==> src/rtl/rng_regs_pkg.sv <==
package rng_regs_pkg;
  localparam logic [7:0] OFF_VER    = 8'h00;
  localparam logic [7:0] OFF_CMD    = 8'h04;
  localparam logic [7:0] OFF_CTRL   = 8'h08;
  localparam logic [7:0] OFF_STAT   = 8'h0C;
  localparam logic [7:0] OFF_RAND   = 8'h14;

  localparam int CMD_SOFT_RST = 6;
  localparam int CMD_CLR_ERR  = 5;
  localparam int CMD_CLR_IRQ  = 4;
  localparam int CMD_SEED     = 1;
  localparam int CMD_TEST     = 0;

  localparam logic [31:0] CTRL_KEEP = 32'h0000_0070;
  localparam int CTRL_MASK_DONE = 5;

  localparam logic [31:0] ID_WORD = 32'h1000_0240;

  typedef enum logic [1:0] {OP_IDLE, OP_RUN, OP_DONE} op_state_e;
endpackage

==> src/rtl/rng_op_tracker.sv <==
module rng_op_tracker
  import rng_regs_pkg::*;
#(
  parameter int BUSY_CYCLES = 16
) (
  input  logic      clk,
  input  logic      rst_n,
  input  logic      start,
  input  logic      clear,
  output logic      finish,
  output op_state_e state
);
  localparam int CNT_W = (BUSY_CYCLES < 2) ? 1 : $clog2(BUSY_CYCLES);
  localparam logic [CNT_W-1:0] LAST = CNT_W'(BUSY_CYCLES - 1);

  op_state_e        st_q, st_d;
  logic [CNT_W-1:0] cnt_q, cnt_d;

  always_comb begin
    st_d   = st_q;
    cnt_d  = cnt_q;
    finish = 1'b0;
    if (start) begin
      st_d  = OP_RUN;
      cnt_d = '0;
    end else if (clear) begin
      st_d  = OP_IDLE;
      cnt_d = '0;
    end else if (st_q == OP_RUN) begin
      if (cnt_q == LAST) begin
        st_d   = OP_DONE;
        finish = 1'b1;
      end else begin
        cnt_d = cnt_q + 1'b1;
      end
    end
  end

  always_ff @(posedge clk or negedge rst_n) begin
    if (!rst_n) begin
      st_q  <= OP_IDLE;
      cnt_q <= '0;
    end else begin
      st_q  <= st_d;
      cnt_q <= cnt_d;
    end
  end

  assign state = st_q;
endmodule

==> src/rtl/rng_xorshift.sv <==
module rng_xorshift #(
  parameter logic [31:0] SEED = 32'h2545_F491
) (
  input  logic        clk,
  input  logic        rst_n,
  input  logic        adv,
  output logic [31:0] value
);
  logic [31:0] x_q, x_d, t1, t2;

  always_comb begin
    t1  = x_q ^ (x_q << 13);
    t2  = t1 ^ (t1 >> 17);
    x_d = adv ? (t2 ^ (t2 << 5)) : x_q;
  end

  always_ff @(posedge clk or negedge rst_n) begin
    if (!rst_n) x_q <= SEED;
    else        x_q <= x_d;
  end

  assign value = x_q;
endmodule

==> src/rtl/rng_regs.sv <==
module rng_regs
  import rng_regs_pkg::*;
#(
  parameter int          ADDR_W      = 8,
  parameter int          SEED_CYCLES = 20,
  parameter int          TEST_CYCLES = 12,
  parameter logic [31:0] SEED        = 32'h2545_F491
) (
  input  logic              clk,
  input  logic              rst_n,
  input  logic              bus_req,
  input  logic              bus_we,
  input  logic [ADDR_W-1:0] bus_addr,
  input  logic [31:0]       bus_wdata,
  output logic [31:0]       bus_rdata,
  output logic              bus_ack,
  output logic              irq
);
  logic        ack_q, irq_q, irq_d;
  logic [31:0] rdata_q, rdata_d, ctrl_q, ctrl_d, rd_mux, rnd;
  logic        accept, wr, rd;
  logic        hit_ver, hit_cmd, hit_ctrl, hit_stat, hit_rand;
  logic        cmd_wr, soft_rst, seed_go, test_go, irq_clr;
  logic        seed_fin, test_fin, mask_done, busy;
  op_state_e   seed_st, test_st;
  logic        unused_wdata;

  assign unused_wdata = ^{bus_wdata[31:7], bus_wdata[3:2]};

  assign accept   = bus_req & ~ack_q;
  assign wr       = accept & bus_we;
  assign rd       = accept & ~bus_we;
  assign hit_ver  = (bus_addr == ADDR_W'(OFF_VER));
  assign hit_cmd  = (bus_addr == ADDR_W'(OFF_CMD));
  assign hit_ctrl = (bus_addr == ADDR_W'(OFF_CTRL));
  assign hit_stat = (bus_addr == ADDR_W'(OFF_STAT));
  assign hit_rand = (bus_addr == ADDR_W'(OFF_RAND));

  assign cmd_wr   = wr & hit_cmd;
  assign soft_rst = cmd_wr & bus_wdata[CMD_SOFT_RST];
  assign seed_go  = cmd_wr & bus_wdata[CMD_SEED];
  assign test_go  = cmd_wr & bus_wdata[CMD_TEST];
  assign irq_clr  = cmd_wr & (bus_wdata[CMD_CLR_ERR] | bus_wdata[CMD_CLR_IRQ]);
  assign mask_done = ctrl_q[CTRL_MASK_DONE];

  rng_op_tracker #(.BUSY_CYCLES(SEED_CYCLES)) u_seed (
    .clk(clk), .rst_n(rst_n), .start(seed_go), .clear(soft_rst),
    .finish(seed_fin), .state(seed_st)
  );

  rng_op_tracker #(.BUSY_CYCLES(TEST_CYCLES)) u_test (
    .clk(clk), .rst_n(rst_n), .start(test_go), .clear(soft_rst),
    .finish(test_fin), .state(test_st)
  );

  rng_xorshift #(.SEED(SEED)) u_gen (
    .clk(clk), .rst_n(rst_n), .adv(rd & hit_rand), .value(rnd)
  );

  assign busy = (seed_st == OP_RUN) | (test_st == OP_RUN);

  always_comb begin
    rd_mux = '0;
    if (hit_ver)  rd_mux = ID_WORD;
    if (hit_cmd)  rd_mux = {30'd0, seed_st == OP_RUN, test_st == OP_RUN};
    if (hit_ctrl) rd_mux = ctrl_q;
    if (hit_stat) rd_mux = {17'd0, 3'd5, 4'd5, 1'b0, 1'b1,
                            seed_st == OP_DONE, test_st == OP_DONE,
                            2'b00, busy, ~busy};
    if (hit_rand) rd_mux = rnd;
  end

  always_comb begin
    ctrl_d = ctrl_q;
    if (soft_rst)              ctrl_d = '0;
    else if (wr && hit_ctrl)   ctrl_d = bus_wdata & CTRL_KEEP;
    irq_d = irq_q;
    if ((seed_fin || test_fin) && !mask_done) irq_d = 1'b1;
    else if (irq_clr)                         irq_d = 1'b0;
    rdata_d = rdata_q;
    if (accept) rdata_d = bus_we ? 32'd0 : rd_mux;
  end

  always_ff @(posedge clk or negedge rst_n) begin
    if (!rst_n) begin
      ack_q   <= 1'b0;
      irq_q   <= 1'b0;
      ctrl_q  <= '0;
      rdata_q <= '0;
    end else begin
      ack_q   <= accept;
      irq_q   <= irq_d;
      ctrl_q  <= ctrl_d;
      rdata_q <= rdata_d;
    end
  end

  assign bus_ack   = ack_q;
  assign bus_rdata = rdata_q;
  assign irq       = irq_q;
endmodule

==> config.mk <==
export PLATFORM = sky130hd
export DESIGN_NAME = rng_regs
export DESIGN_NICKNAME = d
export VERILOG_FILES = /design/src/rtl/rng_regs_pkg.sv /design/src/rtl/rng_op_tracker.sv /design/src/rtl/rng_xorshift.sv /design/src/rtl/rng_regs.sv
export SDC_FILE = /design/constraint.sdc
export NUM_CORES = 1
export LEC_CHECK = 0
export CORE_MARGIN = 3
export CORE_UTILIZATION = 54
export DETAILED_ROUTE_END_ITERATION = 10
export DONT_BUFFER_PORTS = 1
export PLACE_DENSITY = 0.82
export SLEW_MARGIN = 5
export SYNTH_ARGS = -nofsm -noshare
export SYNTH_HDL_FRONTEND = slang
export SYNTH_SLANG_ARGS = --single-unit
==> constraint.sdc <==
create_clock -name clk -period 1.75 [get_ports clk]
set_input_delay 0.35 -clock clk [delete_from_list [all_inputs] [get_ports clk]]
set_output_delay 0.35 -clock clk [all_outputs]
set_load 0.1 [all_outputs]
## After elaboration in Yosys (flattened, before gate mapping)

Index checks and enable logic that the tools add are counted.

- Register bits: 111
- Output and inout bits: 34

- $add $sub $neg: 2
- Equal/unequal tests: 12
- Multiplexer cells: 34
- Bitwise logic cells: 17
- Reduce and logical (&&, ||, !) cells: 15

Operator list:

| kind | count |
|---|---|
| two-way mux 32 bit | 6 |
| XOR 32 bit | 2 |
| two-way mux 29 bit | 2 |
| XOR 32 x 15 -> 32 bit | 1 |
| two-way mux 5 bit | 4 |
| == test 8 x 4 -> 1 bit, second input constant | 2 |
| two-way mux 2 bit | 8 |
| two-way mux 4 bit | 4 |
| nonzero test 3 bit | 4 |
| two-way mux 1 bit | 10 |
| bitwise AND 1 bit | 9 |
| == test 8 x 3 -> 1 bit, second input constant | 1 |
| == test 8 x 5 -> 1 bit, second input constant | 1 |
| zero test 8 bit | 1 |
| AND reduction 2 bit | 4 |
| != test 3 bit, second input constant | 2 |
| adder 5 x 1 -> 5 bit, second input constant | 1 |
| == test 5 bit, second input constant | 1 |
| adder 4 x 1 -> 4 bit, second input constant | 1 |
| == test 2 x 1 -> 1 bit, second input constant | 2 |
| == test 2 bit, second input constant | 2 |
| == test 4 bit, second input constant | 1 |
| nonzero test 2 bit | 2 |
| inverter 1 bit | 3 |
| other kinds (4) | 6 |

## Longest topological paths before layout

- Depth in word-level cells: 10
- Mapped depth: 6

## Modules after synthesis

A second synthesis with hierarchy kept.

- Cell total of the unflattened synthesis: 372
- Area, all modules: 4,192.8 um2

By module, submodules not included:

| module | instances | cells each | area an instance (um2) | seq. area each (um2) |
|---|---|---|---|---|
| rng_xorshift | 1 | 160 | 1,834.3 | 818.3 |
| rng_regs | 1 | 141 | 1,661.6 | 925.9 |
| rng_op_tracker at u_seed | 1 | 38 | 374.1 | 175.2 |
| rng_op_tracker at u_test | 1 | 33 | 322.8 | 150.1 |

## Worst setup path after synthesis

OpenSTA, ideal clock, no wires.

- Path type: register to register
- From: register ack_q, in the netlist bus_ack
- To: register u_gen.x_q[18], in the netlist u_gen.value[18]
- Data arrival time: 2.202 ns
- Path slack: -0.527 ns
- Stages on the path, launching flop included: 6
- Path buffers: 1
- Clock period less this slack: 2.277 ns
- Cells stage by stage: dfrtp_1 or3b_4 or4_4 buf_6 nor2_1 xor2_1

- Cells in the longest elaborated chain, start to end: 4

Ends and longest elaborated chain:

| what | line | text |
|---|---|---|
| from (decl) | rng_regs.sv:19 | `logic ack_q, irq_q, irq_d;` |
| from (signal assigned) | rng_regs.sv:91 | `ack_q <= accept;` |
| inverter 1 bit | rng_regs.sv:30 | `assign accept = bus_req & ~ack_q;` |
| bitwise AND 1 bit | rng_regs.sv:30 |  |
| bitwise AND 1 bit | rng_regs.sv:32 | `assign rd = accept & ~bus_we;` |
| bitwise AND 1 bit | rng_regs.sv:57 | `.clk(clk), .rst_n(rst_n), .adv(rd & hit_rand), .value(rnd)` |
| to (signal assigned) | rng_xorshift.sv:18 | `if (!rst_n) x_q <= SEED;` |
| to (signal assigned) | rng_xorshift.sv:19 | `else x_q <= x_d;` |
| to (decl) | rng_xorshift.sv:9 | `logic [31:0] x_q, x_d, t1, t2;` |

Every way passes these cells.
A chain may end at the register's enable or synchronous reset.

## Final worst setup path

- From: register ack_q, in the netlist bus_ack
- To: register u_gen.x_q[9], in the netlist u_gen.value[9]

Same word-level chain as after synthesis.

==> flow_summary.json <==
{
  "status": "finished, violations left",
  "violations": "hold timing, setup timing",
  "grt_max_degree": 83,
  "max_slew_margin_pct": 70.4,
  "route.met2.wl_mm": 5.15,
  "final_nets": 473,
  "cpLargestDelayFamily": "simple AND/OR/NAND/NOR gates",
  "synth_flop_cell": "dfrtp_1",
  "drt_iter0_drc": 140,
  "synth_cell_type_count": 46,
  "syn_area_per_cell_um2": 11.5,
  "synth_top_family_by_area": "XOR/XNOR gates",
  "synthAdderAreaFrac_pct": 0.598,
  "final_common_cell": "dfrtp_1",
  "wl_met1_mm": 3.84,
  "drc_errors": 0,
  "maxCapViolations": 0,
  "worst_pin_slew_ps": 439,
  "netlist_area_mm2": 0.00419,
  "powerDensity_mw_per_mm2": 695,
  "n_antenna_cell": 0,
  "max_stage_delay_ps": 690,
  "crit_path_end_kind": "register",
  "criticalPathCategory": "register to register",
  "path_buf_inv": 0,
  "avgViaCountPerCell": 5.55,
  "syn-num-nets": 411,
  "firstDrtPassIters": 4,
  "ys_warn_count": 0,
  "antenna_found_initial": 0,
  "worstPathRequired_ps": 2030,
  "syn_to_final_growth_pct": 27.7,
  "final_cell_area_mm2": 0.00535,
  "gr-usage-all-layers_pct": 22.5,
  "yosysTopAreaCell": "dfrtp_1",
  "worst_slack_ps": -215,
  "die_x_um": 94.1,
  "wl_mm": 9.58,
  "start_util_pct": 56.8,
  "grt_setup_unrepaired": "yes",
  "netlist_instances": 365,
  "placed_area_mm2": 0.00481,
  "synth_top_area_share_pct": 40.6,
  "drt-wirelength-per-cell_um": 18.0,
  "final_cell_mix": "67 x dfrtp_1, 65 x buf_4, 41 x xor2_1",
  "io-pin-count": 78,
  "path_clk_slew_ps": 80,
  "synthMuxAreaShare_pct": 1.73,
  "path_max_fanout": 8,
  "detailed_place_hpwl_mm": 6.34,
  "vias": 2947,
  "final_cells": 531,
  "post-route-min-period_ps": 1960,
  "dp.cells": 504,
  "rows": 31,
  "synth_edf_count": 0,
  "grt_pass1_wl_mm": 15.2,
  "cts_root_buffer": "clkbuf_8",
  "leakagePower_nw": 2.67,
  "numCtsBuffers": 9,
  "topRoutingLayerUsed": "met4",
  "crit_path_top_delay_cell": "or4_4",
  "min_path_type": "primary input to asynchronous set/reset pin",
  "synth_xor_xnor_area_share_pct": 22.4,
  "synth_seq_area_share_pct": 49.4,
  "ys_ff_latch": 82,
  "fmax_mhz": 509,
  "hold_violations": 82,
  "synth.area.top_cells": "dfrtp_1 41%, dfstp_2 8.8%, xor2_1 8.8%, xnor2_1 8.2%, a22o_1 4.8%",
  "setup_violations": 61,
  "n_fill_cell": 491,
  "wl_met3_um": 465,
  "grt_pass1_vias": 3029,
  "synthSimpleGateAreaFrac_pct": 13.7,
  "finalMaxSlewViolations": 0,
  "fin_crit_sh_pct": 112,
  "cts_buffer_depth": 2,
  "cp.arrival_ps": 2250,
  "synth_compound_area_share_pct": 8.91,
  "grt_overflow": 0,
  "synthArstFlopShare_pct": 100,
  "clk_latency_ps": 360,
  "h-tree-depth": 3,
  "layout-drive-gt1-share_pct": 37.7,
  "cts.sinks": 82,
  "die_h_um": 94.1,
  "die_area_mm2": 0.00885,
  "ant_nets": 0,
  "path_cells": "or3b_4, or4_4, nor2_4, xor2_2",
  "fin_skew_ps": 10.7,
  "startpoint_type": "register",
  "gp_congestion": 0.871,
  "final_core_util_pct": 72.5,
  "core_mm2": 0.00737,
  "hold_ws_ps": -324,
  "p_total_mw": 3.72,
  "cts_tree": "built",
  "portBuffers": 0,
  "ir_worst_vdd_v": 0.000430
}
power breakdown:
| group | switching (mW) | total [mW] | internal, mW | leakage (nW) |
|---|---|---|---|---|
| clock | 0.663 | 1.65 | 0.990 | 0.118 |
| combinational | 0.0843 | 0.139 | 0.0546 | 1.52 |
| sequential | 0.0133 | 1.93 | 1.91 | 1.03 |
stage by stage:
stage          TNS, ps  setup slack, ps
5_1_grt         -12560             -258
3_3_place_gp     -1550             -141
6_report         -7620             -215
4_1_cts          -6950             -224
2_1_floorplan   -12530             -273
3_5_place_dp     -2270             -197
routing by layer:
metal,GRT usage (%),vias up
li1,-,1363
met1,27.0,1513
met2,39.6,60
met3,4.49,11
met4,9.03,0
met5,0,-
flip-flops by register name (all words and copies together), names as in the netlist:
name / flops
u_seed.state: 2
bus_rdata: 32
u_test.state: 2
ctrl_q: 3
u_test.cnt_q: 4
bus_ack: 1
irq: 1
u_gen.value: 32
u_seed.cnt_q: 5
cell families (layout without fill, tap and decap cells):
logic type / Yosys count / count (layout)
and+or+nand+nor: 103 / 103
xor gates and xnor gates: 91 / 91
AOI/OAI and AO/OA: 49 / 49
adders and majority gates: 2 / 2
DFF: 82 / 82
buffers and inverters: 31 / 98
muxes: 7 / 7
cell usage after synthesis (2+ instances only):
library cell	count
dfrtp_1	68
xor2_1	42
xnor2_1	39
nand2_1	35
nor2_1	25
a22o_1	23
clkbuf_1	17
dfstp_2	14
a22oi_1	7
xnor3_1	7
a21oi_1	6
buf_2	6
inv_1	6
mux2i_1	5
o21ai_0	5
nand3_1	4
nand4_1	4
nor2b_1	4
nor3_1	4
o31ai_1	4
or3_1	3
or4_4	3
xor3_1	3
and2_1	2
ha_1	2
mux2_2	2
nand2b_1	2
nand3b_1	2
nor4_4	2
or3_4	2
or4_1	2
cell type report:
type                            instances  area, um^2  share of cell area (%)
Sequential cell                        82        2070                    38.8
Tap cell                               99         124                    2.32
Inverter                                6        22.5                   0.421
Timing Repair Buffer                   76         646                    12.1
Clock buffer                           13         149                    2.78
Multi-Input combinational cell        252        2240                    41.9
Clock inverter                          3        90.1                    1.68
worst paths after layout:
check                                   from              end  slack (ps)  cells past startpoint
worst min register to register     ctrl_q[5]              irq         510                      1
worst max-delay path                 bus_ack   u_gen.value[9]        -210                      4
worst min-delay path                   rst_n    bus_rdata[20]        -320                      0
worst max register to register       bus_ack   u_gen.value[9]        -210                      4
min in group clk                bus_wdata[6]        ctrl_q[5]          80                      1
max in group asynchronous              rst_n  u_gen.value[10]        1880                      0
what timing repair did:
| item | CTS | global route |
|---|---|---|
| hold endpoints to repair | 82 | 82 |
| gates resized for setup | 10 | 30 |
| gates cloned | 2 | 0 |
| setup endpoints to repair | 42 | 67 |
| pin swaps | 6 | 11 |
| buffers inserted | 5 | 5 |
worst reg2reg max path, stage by stage, from the launching register on:
cell and delay [ps]:
dfrtp_4 480, or3b_4 400, or4_4 690, nor2_4 180
xor2_2 150
Power figures use the tool's default switching activity.
